===== config.mk =====
export PLATFORM = sky130hd
export DESIGN_NAME = tbtap_timer
export DESIGN_NICKNAME = d
export VERILOG_FILES = /design/src/rtl/tbtap_pkg.sv /design/src/rtl/tbtap_timebase.sv /design/src/rtl/tbtap_tapsel.sv /design/src/rtl/tbtap_edge.sv /design/src/rtl/tbtap_timer.sv
export SDC_FILE = /design/constraint.sdc
export NUM_CORES = 1
export LEC_CHECK = 0
export CORE_ASPECT_RATIO = 0.9
export CORE_MARGIN = 2
export CORE_UTILIZATION = 35
export CTS_BUF_LIST = sky130_fd_sc_hd__clkbuf_4 sky130_fd_sc_hd__clkbuf_8 sky130_fd_sc_hd__clkbuf_16
export DETAILED_ROUTE_END_ITERATION = 12
export PLACE_DENSITY = 0.72
export SETUP_SLACK_MARGIN = 0.02
export SKIP_LAST_GASP = 1
export SYNTH_ARGS = -nofsm -noshare
export SYNTH_HDL_FRONTEND = slang
export SYNTH_SLANG_ARGS = --single-unit

===== constraint.sdc =====
create_clock -name clk -period 1.77 [get_ports clk]
set_clock_uncertainty 0.1 [all_clocks]
set_input_delay 0.354 -clock clk [delete_from_list [all_inputs] [get_ports clk]]
set_output_delay 0.354 -clock clk [all_outputs]
set_load 0.02 [all_outputs]

===== src/rtl/tbtap_pkg.sv =====
package tbtap_pkg;

    localparam int CTRL_WP_LSB   = 30;
    localparam int CTRL_WIE      = 27;
    localparam int CTRL_FP_LSB   = 24;
    localparam int CTRL_FIE      = 23;
    localparam int CTRL_WEXT_LSB = 17;
    localparam int CTRL_FEXT_LSB = 13;
    localparam int STAT_FIT      = 26;
    localparam int STAT_WDT      = 30;

    typedef enum logic {
        ADDR_CTRL = 1'b0,
        ADDR_STAT = 1'b1
    } reg_addr_e;

    typedef struct packed {
        logic [31:0] ctrl;
        logic        fit_flag;
        logic        wdt_flag;
    } regs_t;

    typedef struct packed {
        logic prev;
        logic hold;
    } edge_st_t;

endpackage


===== src/rtl/tbtap_timebase.sv =====
module tbtap_timebase #(
    parameter int TB_W = 64
) (
    input  logic            clk,
    input  logic            rst_n,
    input  logic            tick_en,
    output logic [TB_W-1:0] count
);

    logic [TB_W-1:0] count_d, count_q;

    always_comb begin
        count_d = count_q;
        if (tick_en) count_d = count_q + TB_W'(1);
    end

    always_ff @(posedge clk or negedge rst_n) begin
        if (!rst_n) count_q <= '0;
        else        count_q <= count_d;
    end

    assign count = count_q;

endmodule


===== src/rtl/tbtap_tapsel.sv =====
module tbtap_tapsel #(
    parameter int TB_W        = 64,
    parameter int IDX_W       = 6,
    parameter bit EXT_MODE    = 1'b1,
    parameter int NX_TAP_LO   = 20,
    parameter int NX_TAP_STEP = 4
) (
    input  logic [1:0]       per,
    input  logic [3:0]       ext,
    output logic [IDX_W-1:0] idx
);

    localparam logic [IDX_W-1:0] TOP_IDX = IDX_W'(TB_W - 1);

    generate
        if (EXT_MODE) begin : g_ext
            always_comb idx = TOP_IDX - IDX_W'({ext, per});
        end else begin : g_tbl
            logic [IDX_W-1:0] pos [4];
            for (genvar g = 0; g < 4; g++) begin : g_pos
                assign pos[g] = IDX_W'(NX_TAP_LO + NX_TAP_STEP * g);
            end
            logic unused_ext;
            assign unused_ext = ^ext;
            always_comb idx = pos[per];
        end
    endgenerate

endmodule


===== src/rtl/tbtap_edge.sv =====
module tbtap_edge
    import tbtap_pkg::*;
#(
    parameter int TB_W  = 64,
    parameter int IDX_W = 6
) (
    input  logic             clk,
    input  logic             rst_n,
    input  logic [TB_W-1:0]  tb,
    input  logic [IDX_W-1:0] idx,
    input  logic             resync,
    output logic             evt
);

    edge_st_t st_d, st_q;
    logic     tap;

    always_comb begin
        tap       = tb[idx];
        evt       = tap && !st_q.prev && !st_q.hold;
        st_d.prev = tap;
        st_d.hold = resync;
    end

    always_ff @(posedge clk or negedge rst_n) begin
        if (!rst_n) st_q <= '0;
        else        st_q <= st_d;
    end

endmodule


===== src/rtl/tbtap_timer.sv =====
module tbtap_timer
    import tbtap_pkg::*;
#(
    parameter int TB_W        = 64,
    parameter bit EXT_MODE    = 1'b1,
    parameter int NX_TAP_LO   = 20,
    parameter int NX_TAP_STEP = 4
) (
    input  logic            clk,
    input  logic            rst_n,
    input  logic            tick_en,
    input  logic            wr_en,
    input  logic            wr_addr,
    input  logic [31:0]     wr_data,
    output logic [31:0]     ctrl_q,
    output logic [31:0]     stat_q,
    output logic [TB_W-1:0] tb_val,
    output logic            fit_irq,
    output logic            wdt_irq
);

    localparam int IDX_W = $clog2(TB_W);

    regs_t            r_d, r_q;
    logic             fit_evt, wdt_evt;
    logic             ctrl_wr, stat_wr;
    logic [IDX_W-1:0] fit_idx, wdt_idx;

    assign ctrl_wr = wr_en && (reg_addr_e'(wr_addr) == ADDR_CTRL);
    assign stat_wr = wr_en && (reg_addr_e'(wr_addr) == ADDR_STAT);

    tbtap_timebase #(.TB_W(TB_W)) u_tb (
        .clk     (clk),
        .rst_n   (rst_n),
        .tick_en (tick_en),
        .count   (tb_val)
    );

    tbtap_tapsel #(
        .TB_W(TB_W), .IDX_W(IDX_W), .EXT_MODE(EXT_MODE),
        .NX_TAP_LO(NX_TAP_LO), .NX_TAP_STEP(NX_TAP_STEP)
    ) u_fit_sel (
        .per (r_q.ctrl[CTRL_FP_LSB +: 2]),
        .ext (r_q.ctrl[CTRL_FEXT_LSB +: 4]),
        .idx (fit_idx)
    );

    tbtap_tapsel #(
        .TB_W(TB_W), .IDX_W(IDX_W), .EXT_MODE(EXT_MODE),
        .NX_TAP_LO(NX_TAP_LO), .NX_TAP_STEP(NX_TAP_STEP)
    ) u_wdt_sel (
        .per (r_q.ctrl[CTRL_WP_LSB +: 2]),
        .ext (r_q.ctrl[CTRL_WEXT_LSB +: 4]),
        .idx (wdt_idx)
    );

    tbtap_edge #(.TB_W(TB_W), .IDX_W(IDX_W)) u_fit_edge (
        .clk    (clk),
        .rst_n  (rst_n),
        .tb     (tb_val),
        .idx    (fit_idx),
        .resync (ctrl_wr),
        .evt    (fit_evt)
    );

    tbtap_edge #(.TB_W(TB_W), .IDX_W(IDX_W)) u_wdt_edge (
        .clk    (clk),
        .rst_n  (rst_n),
        .tb     (tb_val),
        .idx    (wdt_idx),
        .resync (ctrl_wr),
        .evt    (wdt_evt)
    );

    always_comb begin
        r_d = r_q;
        if (ctrl_wr) r_d.ctrl = wr_data;
        if (stat_wr) begin
            if (wr_data[STAT_FIT]) r_d.fit_flag = 1'b0;
            if (wr_data[STAT_WDT]) r_d.wdt_flag = 1'b0;
        end
        // a fresh event outranks an acknowledge in the same cycle
        if (fit_evt) r_d.fit_flag = 1'b1;
        if (wdt_evt) r_d.wdt_flag = 1'b1;
    end

    always_ff @(posedge clk or negedge rst_n) begin
        if (!rst_n) r_q <= '0;
        else        r_q <= r_d;
    end

    always_comb begin
        ctrl_q           = r_q.ctrl;
        stat_q           = '0;
        stat_q[STAT_FIT] = r_q.fit_flag;
        stat_q[STAT_WDT] = r_q.wdt_flag;
        fit_irq          = r_q.fit_flag && r_q.ctrl[CTRL_FIE];
        wdt_irq          = r_q.wdt_flag && r_q.ctrl[CTRL_WIE];
    end

endmodule


After elaboration in Yosys (flattened, before gate mapping). Index checks and enable logic that the tools add are counted.

Output and inout port bits: 130. Word-level logic and storage cells: 39. Flip-flop bits (word level): 101. Bits of input ports: 37.

Bitwise operators: 1. $lt $le $gt $ge: 2. Mux-type cells: 9. Add/sub/neg operators: 3. Reduce and logical (&&, ||, !) cells: 17.

Operators by type and width (count): 64-bit by 1-bit adder with 64-bit output (second input constant) (1); 6-bit by 7-bit less-than comparator with 1-bit output (second input constant) (2); 1-bit binary-select mux with 6-bit select (2); 6-bit subtractor (first input constant) (2); 1-bit logical AND (8); 2-bit nonzero test (4); 1-bit 2-to-1 mux (6); 2-bit AND reduction (2); 1-bit logical NOT (3); 2-bit 2-to-1 mux (1); 1-bit NOT (1).

Longest topological paths before layout.
Depth after elaboration: 7. Depth in mapped cells: 7.

Modules after synthesis. From an unflattened synthesis, not the netlist that was laid out.

Cell total of the unflattened synthesis: 521. Area total of the unflattened synthesis: 6140.9 um^2.

By module, submodules not included: tbtap_timebase (times used 1, cells each 285, seq. area each 1601.5 um^2, area an instance 3098.0 um^2); tbtap_timer (times used 1, cells each 108, seq. area each 850.8 um^2, area an instance 1671.6 um^2); tbtap_edge (times used 2, cells each 58, seq. area each 50.0 um^2, area an instance 663.1 um^2); tbtap_tapsel (times used 2, cells each 6, seq. area each 0.0 um^2, area an instance 22.5 um^2).

Worst setup path before layout. No wires, ideal clock.

Path kind: flip-flop to flip-flop. Start: register u_tb.count_q[25] (netlist: u_tb.count[25]). End: register u_tb.count_q[38] (netlist: u_tb.count[38]). Required time: 1.538 ns. Arrival: 1.837 ns. Period minus slack after synthesis: 2.068 ns. Slack: -0.298 ns. Cell stages (with the launch flop): 7. Cell sequence: dfrtp_1 nand4_2 or4_4 nor2_4 buf_6 nand4_1 xnor2_1.

Cells in the longest elaborated chain, start to end: 1.

RTL lines: from (decl) (RTL line tbtap_timebase.sv:10) `logic [TB_W-1:0] count_d, count_q;`; from (signal assigned) (RTL line tbtap_timebase.sv:19) `else count_q <= count_d;`; 64-bit by 1-bit adder with 64-bit output (RTL line tbtap_timebase.sv:14) `if (tick_en) count_d = count_q + TB_W'(1);`.

Every way passes these cells. A chain may end at the register's enable or synchronous reset.

Worst setup path after layout.
Start: register u_tb.count_q[33] (netlist: u_tb.count[33]). End: register u_tb.count_q[49] (netlist: u_tb.count[49]).

Same word-level chain as after synthesis.

==> summary.txt <==
Status
  – Status: complete, but fails checks
  – Failing checks: negative setup slack

Logic synthesis
  – Sequential-to-total area share from yosys stat: 44.5%
  – Synth top area share: 44.5%
  – Synth Warn #: 0
  – Mux contribution to synthesized area: 21.3%
  – Largest family of logic cells by synthesized area: multiplexers
  – Post-synth top area cell: dfrtp_1
  – Synthesized area: ~5700 µm²
  – Xor-xnor portion of the synthesized cell area: 9.71%
  – Adder-Cell Fraction of Synth Area: 0.220%
  – Simple-Gate Fraction of Synth Area: 16.4%
  – Avg Inst Size Synth: roughly 12 µm²
  – Yosys cell types: 39
  – Synth Area in Compound Gates: ~1.5%
  – Top cells by area, synth: dfrtp_1, mux4_2, xnor2_1, mux2_2, buf_4
  – Post-synthesis register bit count: a little over 100
  – Mapped Cells: 474

Clock network
  – Worst-Skew Late Latency: 0.36 ns
  – CTS tree: done
  – Clk buf depth: 2
  – Clk sinks: slightly above 100
  – CTS root buf: clkbuf_16
  – Clock Pin Slew Worst Setup and Hold Paths: about 0.070 ns
  – H-tree depth: 3
  – CTS buffer count: 9

Critical path
  – Worst Path Arrival: a little over 2 ns
  – CP Capture Type: flop
  – Required @ worst endpoint: 1.91 ns
  – Max FO, Critical Path: 6
  – Startpoint types: flop
  – Crit Path Category: flop to flop

Timing
  – Final Setup Violations: 51
  – Period minus WS final: 1.89 ns
  – Worst-Margin Slew: 0.541 ns
  – Tcrit/Tclk final: 107%
  – Slew margin rel.: 63.7%
  – Final Max Slew Viols: 0
  – Final-report hold violation count: 0
  – Setup ws final: -0.118 ns
  – Setup TNS Final: -3.33 ns
  – Fmax: 530 MHz
  – Unrepaired setup endpoints after global routing: yes

Place
  – Dpl ws: -0.492 ns
  – PortBufs: 136
  – Dpl cells: roughly 890
  – GP Congestion: 0.861
  – Detailed Place HPWL: 12500 µm

Detailed routing
  – Via/cell ratio: roughly 5.3
  – Initial DRC Count: 353
  – Final ANT Viol Nets: 0
  – Number of remaining DRC errors: 0
  – Detailed-route via count: 5014
  – Final wirelength: about 18000 µm
  – Drt first pass iters: 4
  – WL/cell: a little under 20 µm

Layout
  – Final-layout fill cell count: 1319
  – Antenna cell count: 0
  – Area of the multi-input gates: ~3300 µm²
  – Share of cells above drive strength 1: 43.6%
  – Area delta synth->final: 57.5%
  – Register area: 2570 µm²
  – Final cell count without fillers: between 900 and 1000
  – Nets: 776

Power and ir drop
  – PwrDens: 772 nW/µm²
  – VDD IR max: ~0.8 mV
  – Leakage: 4.25 nW

Floorplanning
  – Initial Util: 35.5%
  – Core footprint: 16000 µm²
  – Io pins: 167
  – Rows: 44
  – Chip width: 138 µm
  – Die area: 17300 µm²
  – Die Y: ~120 µm

Global route
  – Initial antenna violation count: 0
  – Largest net degree at the start of global routing: 35
  – First-pass GRT wire length: 28500 µm
  – Global Route Usage Sum: 20.9%
  – Global route total overflow: 0
  – Vias in the first global route: 5177

Job
  – Max-cap violations: 0

Hold path
  – Worst min-delay path class: primary input to flop
-- flip-flops by register name, indices dropped and copies added, names as in the netlist --
name	flops
stat_q	2
u_fit_edge.st_q	1
u_tb.count	64
u_wdt_edge.st_q	2
ctrl_q	32
-- placed cells by master (no fill, tap or decap), drive strengths merged, types with 12 or more instances in the layout --
cell type      count
nand3             31
and3              12
clkbuf            27
buf              140
nor2              16
nand2             29
nand4             34
mux4              28
xnor2             55
dfrtp            101
mux2i             20
conb              30
dlygate4sd2       81
mux2              33
clkdlybuf4s50     34
-- area by class of cell --
| class | instances | share of cell area (%) |
|---|---|---|
| inverter | 4 | 0.168 |
| tap | 207 | 2.89 |
| timing repair buffer | 277 | 28.3 |
| clock inverter | 2 | 0.391 |
| clock buffer | 14 | 3.01 |
| multi-input combinational | 345 | 36.5 |
| sequential | 101 | 28.8 |
-- logic make-up after synthesis --
| group | after synthesis |
|---|---|
| compound gates | 12 |
| other cells | 1 |
| fa+ha+maj | 1 |
| flops | 101 |
| xor+xnor | 63 |
| mux | 81 |
| buf+inv | 57 |
| simple gates | 158 |
-- per-layer routing --
layer  vias up  track usage [%]  share of wire (%)
li1       2206                -                  -
met1      2618             27.4                 42
met2       168             35.0                 51
met3        22             4.15                5.1
met4         0             7.08                1.7
met5         -                0                  0
-- per-stage QoR --
step           hold WS (ns)  instance area (µm²)  utilization (%)  power, W
6_report              0.357                 8950             55.9   0.00691
5_1_grt               0.377                 8950             55.9   0.00721
4_1_cts               0.349                 8650             54.0   0.00690
3_5_place_dp          0.259                 8010             50.0   0.00494
3_3_place_gp          0.253                 8010             50.0   0.00488
2_1_floorplan       -0.0416                 5920                -   0.00392
-- Yosys cell counts (all sizes together) --
master and n:
a22oi 2, a311o 2, a31oi 2, and2 8, and3 12, and4 8, buf 46, clkbuf 7
conb 1, dfrtp 101, ha 1, inv 4, mux2 33, mux2i 20, mux4 28, nand2 29
nand3 31, nand3b 6, nand4 34, nor2 16, nor2b 5, nor3 3, nor3b 2, nor4 3
o211ai 2, o21ai 4, or4 1, xnor2 55, xor2 8
-- repair_timing --
action / in CTS / in global routing
endpoints found under the hold margin: 30 / 0
pin swaps: 20 / 36
gates cloned: 5 / 1
gates resized for setup: 128 / 87
setup buffers: 29 / 14
setup endpoints to repair: 146 / 74
hold buffers: 1 / 0
-- worst paths after layout --
| check | depth (start not counted) | endpoint | start | slack [ns] |
|---|---|---|---|---|
| worst max-delay path | 7 | u_tb.count[49]$_DFFE_PN0P_ | u_tb.count[33]$_DFFE_PN0P_ | -0.12 |
| worst min-delay path | 3 | u_tb.count[0]$_DFFE_PN0P_ | tick_en | 0.36 |
| worst max register to register | 7 | u_tb.count[49]$_DFFE_PN0P_ | u_tb.count[33]$_DFFE_PN0P_ | -0.12 |
| worst min register to register | 1 | ctrl_q[11]$_DFFE_PN0P_ | ctrl_q[11]$_DFFE_PN0P_ | 0.40 |
| max in group asynchronous | 3 | u_tb.count[8]$_DFFE_PN0P_ | rst_n | 0.59 |
| min in group asynchronous | 2 | u_tb.count[53]$_DFFE_PN0P_ | rst_n | 0.42 |
-- worst max-delay path, cell delays in order, from the launching register on --
cell and delay [ns]:
dfrtp_2 0.37, nand3_2 0.08, or4_4 0.56, nor2_4 0.14, buf_4 0.13, buf_12 0.11
nand4_1 0.12, xnor2_1 0.15
-- report_power, final --
part	internal [W]	switching, W
registers	0.00254	0.000220
logic	0.00100	0.00108
clock network	0.00120	0.000864
total	0.00474	0.00217
No activity file was read; power rests on OpenSTA's default activity.
